$ cat src/rtl/halfdiv_pkg.sv
`timescale 1ns/1ps
// Package: halfdiv_pkg
// Shared types and the event-timing arithmetic of the half-integer divider.
// Assumes times are counted in half periods of the reference clock, starting
// at the rising edge that opens counter state 0.
package halfdiv_pkg;

    // Which reference edge a toggle stage is clocked on.
    typedef enum logic {EDGE_RISE = 1'b0, EDGE_FALL = 1'b1} edge_sel_e;

    // Four output transitions per counter cycle: rise, fall, rise, fall.
    localparam int unsigned NUM_EVT = 4;

    // Half-period time of output transition idx for integer part k.
    // A time past one full counter cycle wraps into the next cycle.
    function automatic int unsigned evt_half(input int unsigned idx,
                                             input int unsigned k);
        int unsigned t;
        int unsigned span;
        span = 4 * k + 2;
        case (idx)
            0:       t = 2;
            1:       t = k + 3;
            2:       t = 2 * k + 3;
            default: t = 3 * k + 4;
        endcase
        if (t > span) t = t - span;
        return t;
    endfunction

endpackage

$ cat src/rtl/hid_mod_counter.sv
`timescale 1ns/1ps
// Module: hid_mod_counter
// Counts 0..last on rising clk and wraps to 0; this is the odd integer
// divider at the base of the block. Assumes last is stable outside reset.
module hid_mod_counter #(
    parameter int CW = 4
) (
    input  logic          clk,
    input  logic          rst_n,
    input  logic [CW-1:0] last,
    output logic [CW-1:0] count
);

    // Advance the count, wrapping after the terminal value.
    always_ff @(posedge clk) begin
        if (!rst_n) count <= '0;
        else if (count >= last) count <= '0;
        else count <= count + 1'b1;
    end

    // the counter stays inside its cycle.
    assert_count_range_R1: assert property (@(posedge clk) disable iff (!rst_n)
        count <= last);

    // the terminal value is followed by zero.
    assert_count_wrap_R1: assert property (@(posedge clk) disable iff (!rst_n)
        (count == last) |=> (count == '0));

    // below the terminal value the count steps by one.
    assert_count_step_R1: assert property (@(posedge clk) disable iff (!rst_n)
        (count < last) |=> (count == $past(count) + 1'b1));

endmodule

$ cat src/rtl/hid_event_decode.sv
`timescale 1ns/1ps
// Module: hid_event_decode
// Decides, from the counter state, when each toggle stage must switch.
// Even event times go to the rising-edge stage, odd ones to the
// falling-edge stage. Assumes k_eff is between 1 and 2**KW-1.
module hid_event_decode #(
    parameter int KW = 3,
    parameter int CW = KW + 1
) (
    input  logic [KW-1:0] k_eff,
    input  logic [CW-1:0] count,
    output logic          tog_rise,
    output logic          tog_fall
);
    import halfdiv_pkg::*;

    logic [NUM_EVT-1:0] hit_rise;
    logic [NUM_EVT-1:0] hit_fall;

    for (genvar i = 0; i < NUM_EVT; i++) begin : g_evt
        int unsigned t_half;
        logic [CW-1:0] slot_rise;
        logic [CW-1:0] slot_fall;
        // Map one output transition onto a counter slot and an edge.
        always_comb begin
            t_half    = evt_half(i, int'(k_eff));
            slot_rise = CW'((t_half >> 1) - 1);
            slot_fall = CW'(t_half >> 1);
            hit_rise[i] = (t_half[0] == 1'b0) && (count == slot_rise);
            hit_fall[i] = (t_half[0] == 1'b1) && (count == slot_fall);
        end
    end

    assign tog_rise = |hit_rise;
    assign tog_fall = |hit_fall;

endmodule

$ cat src/rtl/hid_toggle_stage.sv
`timescale 1ns/1ps
// Module: hid_toggle_stage
// One toggle flop on the edge chosen by EDGE; flips when tog is high.
// Reset is synchronous to the chosen edge and active low.
module hid_toggle_stage #(
    parameter halfdiv_pkg::edge_sel_e EDGE = halfdiv_pkg::EDGE_RISE
) (
    input  logic clk,
    input  logic rst_n,
    input  logic tog,
    output logic q
);

    if (EDGE == halfdiv_pkg::EDGE_FALL) begin : g_fall
        // Toggle on the falling reference edge.
        always_ff @(negedge clk) begin
            if (!rst_n) q <= 1'b0;
            else if (tog) q <= ~q;
        end
    end else begin : g_rise
        // Toggle on the rising reference edge.
        always_ff @(posedge clk) begin
            if (!rst_n) q <= 1'b0;
            else if (tog) q <= ~q;
        end
    end

endmodule

$ cat src/rtl/halfint_clk_div.sv
`timescale 1ns/1ps
// Module: halfint_clk_div
// Divides clk_in by half_k + 0.5. An odd counter (2k+1 states) drives a
// rising-edge and a falling-edge toggle flop; their XOR is the output.
// Assumes half_k changes only while rst_n is low.
module halfint_clk_div #(
    parameter int KW = 3
) (
    input  logic          clk_in,
    input  logic          rst_n,
    input  logic [KW-1:0] half_k,
    output logic          clk_out
);
    import halfdiv_pkg::*;

    localparam int CW = KW + 1;

    logic [KW-1:0] k_eff;
    logic [CW-1:0] last;
    logic [CW-1:0] cnt;
    logic          live_q;
    logic          tog_rise;
    logic          tog_fall;
    logic          rise_q;
    logic          fall_q;

    assign k_eff = (half_k == '0) ? KW'(1) : half_k;
    assign last  = {k_eff, 1'b0};

    // Marks that the rising-edge domain has left reset; it resets the falling stage.
    always_ff @(posedge clk_in) begin
        if (!rst_n) live_q <= 1'b0;
        else live_q <= 1'b1;
    end

    hid_mod_counter #(.CW(CW)) u_cnt (
        .clk   (clk_in),
        .rst_n (rst_n),
        .last  (last),
        .count (cnt)
    );

    hid_event_decode #(.KW(KW), .CW(CW)) u_dec (
        .k_eff    (k_eff),
        .count    (cnt),
        .tog_rise (tog_rise),
        .tog_fall (tog_fall)
    );

    hid_toggle_stage #(.EDGE(EDGE_RISE)) u_rise (
        .clk   (clk_in),
        .rst_n (rst_n),
        .tog   (tog_rise),
        .q     (rise_q)
    );

    hid_toggle_stage #(.EDGE(EDGE_FALL)) u_fall (
        .clk   (clk_in),
        .rst_n (live_q),
        .tog   (tog_fall),
        .q     (fall_q)
    );

    assign clk_out = rise_q ^ fall_q;

    // reset drives the output low by the next rising edge.
    assert_low_in_reset_R4: assert property (@(posedge clk_in)
        !rst_n |=> !clk_out);

    // leaving counter state 0 always opens a high phase.
    assert_rise_after_zero_R3: assert property (@(posedge clk_in) disable iff (!rst_n)
        (cnt == '0) |=> clk_out);

endmodule

$ cat config.mk
export PLATFORM = sky130hd
export DESIGN_NAME = halfint_clk_div
export DESIGN_NICKNAME = d
export VERILOG_FILES = /design/src/rtl/halfdiv_pkg.sv /design/src/rtl/hid_mod_counter.sv /design/src/rtl/hid_event_decode.sv /design/src/rtl/hid_toggle_stage.sv /design/src/rtl/halfint_clk_div.sv
export SDC_FILE = /design/constraint.sdc
export NUM_CORES = 1
export LEC_CHECK = 0
export BUFFER_PORTS_ARGS = -buffer_cell sky130_fd_sc_hd__buf_2
export CELL_PAD_IN_SITES_DETAIL_PLACEMENT = 1
export CELL_PAD_IN_SITES_GLOBAL_PLACEMENT = 1
export CORE_UTILIZATION = 30
export DETAILED_ROUTE_END_ITERATION = 10
export PLACE_DENSITY_LB_ADDON = 0.1
export SLEW_MARGIN = 20
export SYNTH_ARGS = -nofsm -noshare
export SYNTH_HDL_FRONTEND = slang
export SYNTH_SLANG_ARGS = --single-unit
$ cat constraint.sdc
create_clock -name clk_in -period 6.9 [get_ports clk_in]
set_clock_uncertainty 0.1 [all_clocks]
set_input_delay 1.035 -clock clk_in [delete_from_list [all_inputs] [get_ports clk_in]]
set_output_delay 1.035 -clock clk_in [all_outputs]
set_load 0.05 [all_outputs]
# Word level (Yosys, flattened, before mapping)

Cells that the tools add are included.

Bits in registers: 7
Latch bits: 0
Memory bits (writable): 0
ROM bits: 0
Input bits: 5
Output and inout bits: 1
Word-level logic and storage cells: 57
Memories: 0

$add $sub $neg: 13
Multipliers: 1
Div/mod/pow operators: 0
Order comparisons: 5
Equal/unequal tests: 8
Shift operators: 0
Mux-type cells: 6
Bitwise operators: 8
Reductions and logical operators: 12

Operators by type and width:

| operator              | count |
|---|---|
| $eq A4 B4 Y1          | 8 |
| $mux W5               | 4 |
| $sub A4 B1 Y4 const B | 4 |
| $sub A5 B5 Y5         | 2 |
| $logic_and A1 B1 Y1   | 8 |
| $reduce_or A4 Y1      | 2 |
| $not A1 Y1            | 7 |
| $add A5 B2 Y6 const B | 1 |
| $add A5 B3 Y6 const B | 1 |
| $gt A2 B6 Y1 const A  | 1 |
| $gt A4 B6 Y1          | 1 |
| $gt A5 B6 Y1          | 1 |
| $gt A6 B6 Y1          | 1 |
| $add A4 B2 Y5 const B | 1 |
| $mul A2 B3 Y5 const A | 1 |
| $sub A2 B5 Y5 const A | 1 |
| $sub A4 B5 Y5         | 1 |
| $add A3 B2 Y4 const B | 1 |
| $add A4 B1 Y4 const B | 1 |
| $ge A4 B4 Y1          | 1 |
| $logic_not A3 Y1      | 1 |
| $mux W3               | 1 |
| $reduce_or A2 Y1      | 1 |
| $mux W1               | 1 |
| $xor A1 B1 Y1         | 1 |

# Depth between registers and ports, before layout

Gate-level depths: netlist (run 1).

Word-level depth: 10
Mapped depth: 17
Depth with buffers taken out: 15

# Cells and area by module

Synthesis (run 1) repeated with hierarchy kept, for this count alone.

Cell total of the unflattened synthesis: 163
Area, all modules: 1358.8 sq um

By module, submodules not included:

| module                    | instances | cells each | area an instance (sq um) | seq. area each (sq um) |
|---|---|---|---|---|
| hid_event_decode          | 1         | 124        | 996.0                    | 0.0 |
| hid_mod_counter           | 1         | 26         | 241.5                    | 80.1 |
| halfint_clk_div           | 1         | 6          | 47.5                     | 20.0 |
| hid_toggle_stage (u_fall) | 1         | 4          | 38.8                     | 20.0 |
| hid_toggle_stage (u_rise) | 1         | 3          | 35.0                     | 20.0 |

==> flow_summary_export.csv, run 1 <==
group,metric,value,unit
synth,synth.cell_area,1100,sq um
synth,synthTopCellsByArea,"sky130_fd_sc_hd__dfxtp_1 13%, sky130_fd_sc_hd__ha_1 12%, sky130_fd_sc_hd__xnor2_1 10%, sky130_fd_sc_hd__xor2_1 7.9%, sky130_fd_sc_hd__nor2_1 3.7%",
timing,totalNegativeSetupSlack,0,ps
floorplan,rows,21,
setup_path,worstReg2RegStart,"u_cnt.count[2]$_SDFF_PP0_",
synth,synth-edff-count,0,
placed_design,placedInstanceArea,1260,sq um
timing,max_transition_viols_final,0,
cts,worstSkewPairLatency,230,ps
routing,drt_wl_total,3060,microns
placed_design,dp.final_hpwl,2380,microns
cts,clock_sinks,7,
synth,mapped_cells,143,
setup_path,worst-r2r-cell-count,6,
min_path,hold_endpoint,"u_fall.q$_SDFFE_NN0P_",
cts,clk_pin_slew_worst_paths,30,ps
setup_path,path_max_fanout,15,
finish,flow.area_growth_from_synthesis,18.8,%
timing,setup_ws,307,ps
synth,synth_largest_area_cell,"sky130_fd_sc_hd__dfxtp_1",
cts,htreeDepth,1,
placed_design,place.port_buffers,5,
synth,netlist.area_leader.share,12.7,%
setup_path,worstPathRequired,3520,ps
finish,layout_cells_sized_above_1,21.5,%
routing,avgRoutedWirePerCell,15.0,microns
synth,ys.warnings.count,0,
global_routing,gr_util_all_layers,17.8,%
synth,synth_seq_cells,7,
min_path,hold_path_class,"reg -> reg",
run_status,status,"completed",
floorplan,core_area,3440,sq um
timing,rsz0062_at_grt,"no",
setup_path,crit_arrival,3210,ps
routing,drt_pass1_iterations,4,
setup_path,start_kind,"input pin",
global_routing,number_of_antenna_violations_at_the_first_check_in_global_routing,0,
synth,ys.flop_type,"sky130_fd_sc_hd__dfxtp_1",
pwr,p_leak,0.000586,uW
timing,finalSetupViolations,0,
floorplan,initial_core_util,32.1,%
setup_path,r2r_setup_slack,1560,ps
routing,num_vias,1060,
finish,design.final.nets,176,
finish,final_util,38.1,%
finish,layout.cells.most_common,"sky130_fd_sc_hd__buf_4",
floorplan,die_width,62.7,microns
synth,synthDistinctLibCells,44,
setup_path,worstSetupPathType,"in -> reg",
routing,first_iter_violations,71,
setup_path,crit-reg2reg-capture,"u_fall.q$_SDFFE_NN0P_",
setup_path,worst_setup_path_end_kind,"flop",
placed_design,routability_driven_placement_congestion_ratio,0.792,
run,max_cap_violations,0,
routing,drt-vias-per-instance,5.20,
timing,finalHoldViolations,0,
global_routing,number_of_global_route_vias_before_repair,1107,
min_path,worst_min_delay_path_startpoint,"u_fall.q$_SDFFE_NN0P_",
synth,synth_sequential_area_ratio,12.7,%
floorplan,total_i_o_pin_count,6,
global_routing,grt_max_degree,16,
cts,ctsRootBufferMaster,"sky130_fd_sc_hd__clkbuf_8",
finish,final_cell_mix,"17 x sky130_fd_sc_hd__buf_4, 13 x sky130_fd_sc_hd__xnor2_1, 11 x sky130_fd_sc_hd__nor2_1, 11 x sky130_fd_sc_hd__ha_1, 10 x sky130_fd_sc_hd__xor2_1",
timing,worst-slew-pin-transition,447,ps
global_routing,grt_pass1_wl,5540,microns
finish,antenna_cells_inserted,0,
floorplan,die_y,62.7,microns
pwr,power-per-cell-area,187,nW/um^2
cts,cts_tree,"done",
placed_design,dp_worst_setup_slack,-72.7,ps
synth,synth_area_per_cell,7.73,sq um
cts,clock_path_buffers,2,
min_path,holdPathStages,2,
pwr,highest_ir_drop_seen_on_vdd,0.0000655,V
routing,ant_nets,0,
routing,drc,0,
timing,relSlewSlack,70.1,%
floorplan,floorplan.die_area,3930,sq um
synth,mappedNetlistNets,160,
synth,ys_async_sr_fraction,0,%
finish,design_area,1310,sq um
cts,cts-buffers-inserted,3,
global_routing,gr-total-overflow,0,
-- synthesized netlist by cell type (2+ instances only) --
cell	number
sky130_fd_sc_hd__xor2_1	10
sky130_fd_sc_hd__nor3_1	2
sky130_fd_sc_hd__a32oi_1	2
sky130_fd_sc_hd__mux2i_1	3
sky130_fd_sc_hd__nand4_1	2
sky130_fd_sc_hd__inv_1	8
sky130_fd_sc_hd__nor2_1	11
sky130_fd_sc_hd__dfxtp_1	7
sky130_fd_sc_hd__o21ai_0	6
sky130_fd_sc_hd__inv_2	4
sky130_fd_sc_hd__a31oi_1	4
sky130_fd_sc_hd__nand3_1	4
sky130_fd_sc_hd__clkbuf_1	7
sky130_fd_sc_hd__nand2_1	7
sky130_fd_sc_hd__and3_1	2
sky130_fd_sc_hd__ha_1	11
sky130_fd_sc_hd__xnor2_1	13
sky130_fd_sc_hd__a21oi_1	3
sky130_fd_sc_hd__nand2b_1	5
sky130_fd_sc_hd__buf_2	3
sky130_fd_sc_hd__o21ai_1	2
sky130_fd_sc_hd__o211ai_1	3
sky130_fd_sc_hd__nor2b_1	3
-- stage by stage --
step                total power, uW  cells  hold WS (ps)
floorplan                       157    143           365
global placement                187    200           407
detailed placement              190    200           413
CTS                             248    204           420
global route                    270    204           488
finish                          246    204           413
-- what timing repair did --
| action | CTS | global route |
|---|---|---|
| endpoints found under the setup margin | 0 | 1 |
| resized for setup | 0 | 1 |
| buffers inserted | 0 | 0 |
| hold buffers | 0 | 0 |
-- routing by layer --
metal | share of wire [%] | global-route usage, % | vias to the layer above
li1 | - | - | 531
met1 | 52 | 24.2 | 518
met2 | 46 | 29.5 | 9
met3 | 1.1 | 3.28 | 2
met4 | 0.78 | 2.91 | 0
met5 | 0 | 0 | -
-- how the worst max path moves through the flow --
stage               from                     to  slack, ps  cells after the start
6_report       half_k[0]  u_fall.q$_SDFFE_NN0P_        310                     13
2_1_floorplan  half_k[2]  u_fall.q$_SDFFE_NN0P_         60                     11
3_5_place_dp   half_k[0]  u_fall.q$_SDFFE_NN0P_        -70                     14
4_1_cts        half_k[0]  u_fall.q$_SDFFE_NN0P_        200                     14
3_3_place_gp   half_k[0]  u_fall.q$_SDFFE_NN0P_        -30                     14
5_1_grt        half_k[0]  u_fall.q$_SDFFE_NN0P_         30                     14
-- final cells by class --
type                       count  area, sq um
timing repair buffer          22          153
fill                         433         2130
clock buffer                   3         41.3
tap                           46         57.6
clock inverter                 2         7.51
multi-input combinational    113          872
sequential                     7          140
inverter                      11         41.3
-- critical path, stage by stage --
cell,delay [ps]
sky130_fd_sc_hd__buf_2,90
sky130_fd_sc_hd__buf_4,200
sky130_fd_sc_hd__inv_2,60
sky130_fd_sc_hd__o21ai_2,70
sky130_fd_sc_hd__inv_2,50
sky130_fd_sc_hd__ha_1,380
sky130_fd_sc_hd__nand2b_1,220
sky130_fd_sc_hd__a311oi_1,260
sky130_fd_sc_hd__xnor2_1,200
sky130_fd_sc_hd__nand4_1,170
sky130_fd_sc_hd__o221ai_1,230
sky130_fd_sc_hd__a32oi_1,100
sky130_fd_sc_hd__mux2i_1,130
-- state kept, by name, indices dropped and copies added, names as in the netlist --
| register | cells |
|---|---|
| u_rise.q | 1 |
| live_q | 1 |
| u_fall.q | 1 |
| u_cnt.count | 4 |
-- kinds of logic after synthesis --
group	share of synthesized area [%]
XOR/XNOR	20.3
adder cells (fa/ha/maj)	14.3
buffers and inverters	8.83
AO/OA/AOI/OAI	21.6
multiplexers	2.72
AND/OR/NAND/NOR	19.6
flip-flops	12.7
-- power breakdown --
group	internal, uW	total (uW)	leakage (uW)	switching (uW)
Combinational	58.0	130	0.000496	72.5
Clock	39.2	57.8	0.0000322	18.6
Sequential	47.5	57.3	0.0000578	9.84
Total	145	246	0.000586	101
No activity file was read; power rests on OpenSTA's default activity.
==> run 2, diff against run 1 <==
--- a/config.mk
+++ b/config.mk
@@ -14,4 +14,5 @@
 export SLEW_MARGIN = 20
 export SYNTH_ARGS = -nofsm -noshare
 export SYNTH_HDL_FRONTEND = slang
+export SYNTH_HIERARCHICAL = 1
 export SYNTH_SLANG_ARGS = --single-unit
==> constraint.sdc (replaced) <==
create_clock -name clk_in -period 6.9 [get_ports clk_in]
set_clock_uncertainty 0.1 [all_clocks]
set_input_delay 1.725 -clock clk_in [delete_from_list [all_inputs] [get_ports clk_in]]
set_output_delay 1.725 -clock clk_in [all_outputs]
set_load 0.05 [all_outputs]
==> run 2 against run 1 <==
  * The flow now finishes with violations (setup timing)
  * Setup slack got worse by 1500 ps
  * Die area increased by 22%
  * Area after synthesis increased by 23%
  * Critical path depth increased by 3
  * Via count increased by 15%
  * Total power increased by 46%
  * Sequential share of layout area decreased by 3.0 points
  * Global-route usage decreased by 0.64 points
  * Flip-flop and latch count unchanged
  * Critical endpoint is now u_fall/q$_SDFFE_NN0P_
  * Largest cell class unchanged
  * Largest power group unchanged
==> flow_summary_export.csv, run 2 <==
group,metric,value,unit
cts,clock_sinks,7,
min_path,hold_path_class,"reg -> reg",
cts,cts_tree,"done",
finish,largest_register_ffs,4,
synth,synth.cell_area,1360,sq um
timing,relSlewSlack,64.2,%
finish,final_util,42.1,%
synth,ys.flop_type,"sky130_fd_sc_hd__dfxtp_1",
routing,drc,0,
finish,antenna_cells_inserted,0,
synth,synth_area_per_cell,8.34,sq um
synth,netlist.area_leader.share,23.0,%
timing,finalHoldViolations,0,
routing,highest_metal_layer_used_by_the_detailed_router,"met3",
setup_path,worstReg2RegStart,"u_cnt/count[1]$_SDFF_PP0_",
floorplan,initial_core_util,31.2,%
floorplan,die_y,69.3,microns
setup_path,worst-r2r-cell-count,7,
global_routing,gr-total-overflow,0,
timing,rsz0062_at_grt,"yes",
placed_design,dp.final_hpwl,2970,microns
synth,synth-edff-count,0,
floorplan,die_width,69.3,microns
timing,max_transition_viols_final,0,
cts,cts-buffers-inserted,3,
synth,mapped_cells,163,
setup_path,start_kind,"input pin",
synth,synth_largest_area_cell,"sky130_fd_sc_hd__ha_1",
floorplan,rows,24,
routing,drt_pass1_iterations,3,
finish,final_cell_mix,"32 x sky130_fd_sc_hd__buf_4, 20 x sky130_fd_sc_hd__ha_1, 15 x sky130_fd_sc_hd__xnor2_1",
floorplan,floorplan.die_area,4800,sq um
timing,worst-slew-pin-transition,537,ps
run_status,status,"finished with violations",
finish,layout.cells.most_common,"sky130_fd_sc_hd__buf_4",
run,max_cap_violations,0,
global_routing,gr_util_all_layers,17.2,%
min_path,holdPathStages,1,
finish,flow.area_growth_from_synthesis,34.8,%
global_routing,number_of_global_route_vias_before_repair,1389,
setup_path,worstSetupPathType,"in -> reg",
finish,regMostFlops,"u_cnt/count",
run_status,failed_checks,"setup timing",
cts,clk_pin_slew_worst_paths,40,ps
synth,most_numerous_cell_in_the_yosys_netlist,"sky130_fd_sc_hd__ha_1",
routing,num_vias,1215,
routing,avgRoutedWirePerCell,15.4,microns
setup_path,r2r_setup_slack,1310,ps
timing,setup_ws,-1180,ps
synth,top_cells_by_instance_count_after_synthesis,"25 x sky130_fd_sc_hd__ha_1, 16 x sky130_fd_sc_hd__inv_1, 16 x sky130_fd_sc_hd__xnor2_1",
setup_path,worstPathRequired,3530,ps
synth,ys.warnings.count,6,
finish,layout_cells_sized_above_1,32.7,%
cts,htreeDepth,1,
finish,fillCellCount,511,
placed_design,placedInstanceArea,1650,sq um
global_routing,number_of_antenna_violations_at_the_first_check_in_global_routing,0,
synth,mappedNetlistNets,195,
routing,drt_wl_total,3830,microns
pwr,p_leak,0.000873,uW
synth,ys_async_sr_fraction,0,%
pwr,design_power_total,358,uW
finish,layoutNonFillerInstCount,248,
global_routing,grt_pass1_wl,6640,microns
synth,synthDistinctLibCells,42,
synth,synthTopCellsByArea,"sky130_fd_sc_hd__ha_1 23%, sky130_fd_sc_hd__dfxtp_1 10%, sky130_fd_sc_hd__xnor2_1 10%, sky130_fd_sc_hd__xor2_1 9.0%, sky130_fd_sc_hd__mux2i_1 5.2%",
placed_design,routability_driven_placement_congestion_ratio,0.850,
synth,synth_sequential_area_ratio,10.3,%
finish,design_area,1830,sq um
routing,ant_nets,0,
global_routing,grt_max_degree,14,
min_path,hold_endpoint,"u_cnt/count[0]$_SDFF_PP0_",
placed_design,placedCellCount,240,
routing,first_iter_violations,25,
setup_path,worst_setup_path_end_kind,"flop",
cts,ctsRootBufferMaster,"sky130_fd_sc_hd__clkbuf_8",
routing,met2RoutedLength,2220,microns
synth,synth_seq_cells,7,
floorplan,total_i_o_pin_count,6,
placed_design,dp_worst_setup_slack,-1710,ps
setup_path,crit_arrival,4710,ps
routing,wl_met1,1590,microns
finish,design.final.nets,229,
min_path,worst_min_delay_path_startpoint,"u_cnt/count[0]$_SDFF_PP0_",
routing,drt-vias-per-instance,4.90,
cts,worstSkewPairLatency,220,ps
placed_design,place.port_buffers,5,
routing,dr_wl_met3,17,microns
cts,clock_path_buffers,2,
floorplan,core_area,4350,sq um
pwr,power-per-cell-area,196,nW/um^2
setup_path,crit-reg2reg-capture,"u_fall/q$_SDFFE_NN0P_",
setup_path,path_max_fanout,3,
timing,finalSetupViolations,1,
cts,holdBufCountCts,0,
pwr,highest_ir_drop_seen_on_vdd,0.0000601,V
==> run 2: cell count changes after synthesis, sizes merged, moves of 3 or more <==
cell    before  now
ha          11   25
inv         12   16
mux2i        3    7
nand2b       5    1
o21ai        9    5
xnor2       13   17
xor2        10   14
and2         1    4
clkbuf       7    4
o21bai       0    3
==> run 2: worst max-delay path by stage <==
stage	from	endpoint	slack, ps	cells past startpoint
after global placement	half_k[1]	u_fall/q$_SDFFE_NN0P_	-1590	17
after global routing	half_k[2]	u_fall/q$_SDFFE_NN0P_	-1320	16
after detailed placement	half_k[1]	u_fall/q$_SDFFE_NN0P_	-1710	17
after floorplan	half_k[1]	u_fall/q$_SDFFE_NN0P_	-1580	14
final	half_k[2]	u_fall/q$_SDFFE_NN0P_	-1180	16
after CTS	half_k[2]	u_fall/q$_SDFFE_NN0P_	-1110	15
==> run 2: repair_timing <==
item	CTS	global route
pin swaps	14	0
buffers inserted	4	0
setup endpoints to repair	1	1
resized for setup	23	1
cloned	0	0
==> run 2: where the power goes <==
group | switching (uW) | internal, uW | total (uW)
Clock | 19.0 | 39.3 | 58.3
Combinational | 123 | 115 | 238
Sequential | 14.0 | 48.4 | 62.4
Total | 156 | 203 | 358
==> run 2: cell families after synthesis <==
group	after synthesis	synth area share, %
mux	7	5.16
other cells	1	0.276
simple gates	38	14.6
fa+ha+maj	27	26.0
xor+xnor	31	20.5
buf+inv	25	8.01
flops	7	10.3
compound gates	27	15.1
==> run 2: cell type report <==
cell class / count / area [sq um] / area share, %
clock buffers: 3 / 41.3 / 2.25
clock inverters: 2 / 7.51 / 0.410
inverters: 15 / 60.1 / 3.28
multi-input cells: 131 / 1220 / 66.9
flip-flops and latches: 7 / 140 / 7.65
well taps: 52 / 65.1 / 3.55
repair buffers: 38 / 293 / 16.0
==> run 2: critical path, cell delays in order <==
cell	delay, ps
sky130_fd_sc_hd__buf_8	100
sky130_fd_sc_hd__o21bai_4	160
sky130_fd_sc_hd__ha_4	150
sky130_fd_sc_hd__inv_2	30
sky130_fd_sc_hd__fa_1	520
sky130_fd_sc_hd__inv_2	60
sky130_fd_sc_hd__ha_4	230
sky130_fd_sc_hd__a21o_1	210
sky130_fd_sc_hd__a21oi_2	160
sky130_fd_sc_hd__mux2i_1	270
sky130_fd_sc_hd__a22oi_2	90
sky130_fd_sc_hd__xnor2_1	140
sky130_fd_sc_hd__or4_1	500
sky130_fd_sc_hd__o211ai_1	110
sky130_fd_sc_hd__xor2_1	80
sky130_fd_sc_hd__and2_1	160
==> run 2: metal layers <==
layer	vias to the layer above	track usage, %
li1	617	-
met1	593	19.7
met2	5	34.1
met5	-	0
met3	0	1.31
met4	0	3.40
==> run 2: through the flow <==
stage	setup TNS (ps)	hold WS (ps)
4_1_cts	-1110	516
2_1_floorplan	-1580	403
5_1_grt	-1320	534
6_report	-1180	506
3_5_place_dp	-1710	502
3_3_place_gp	-1590	472
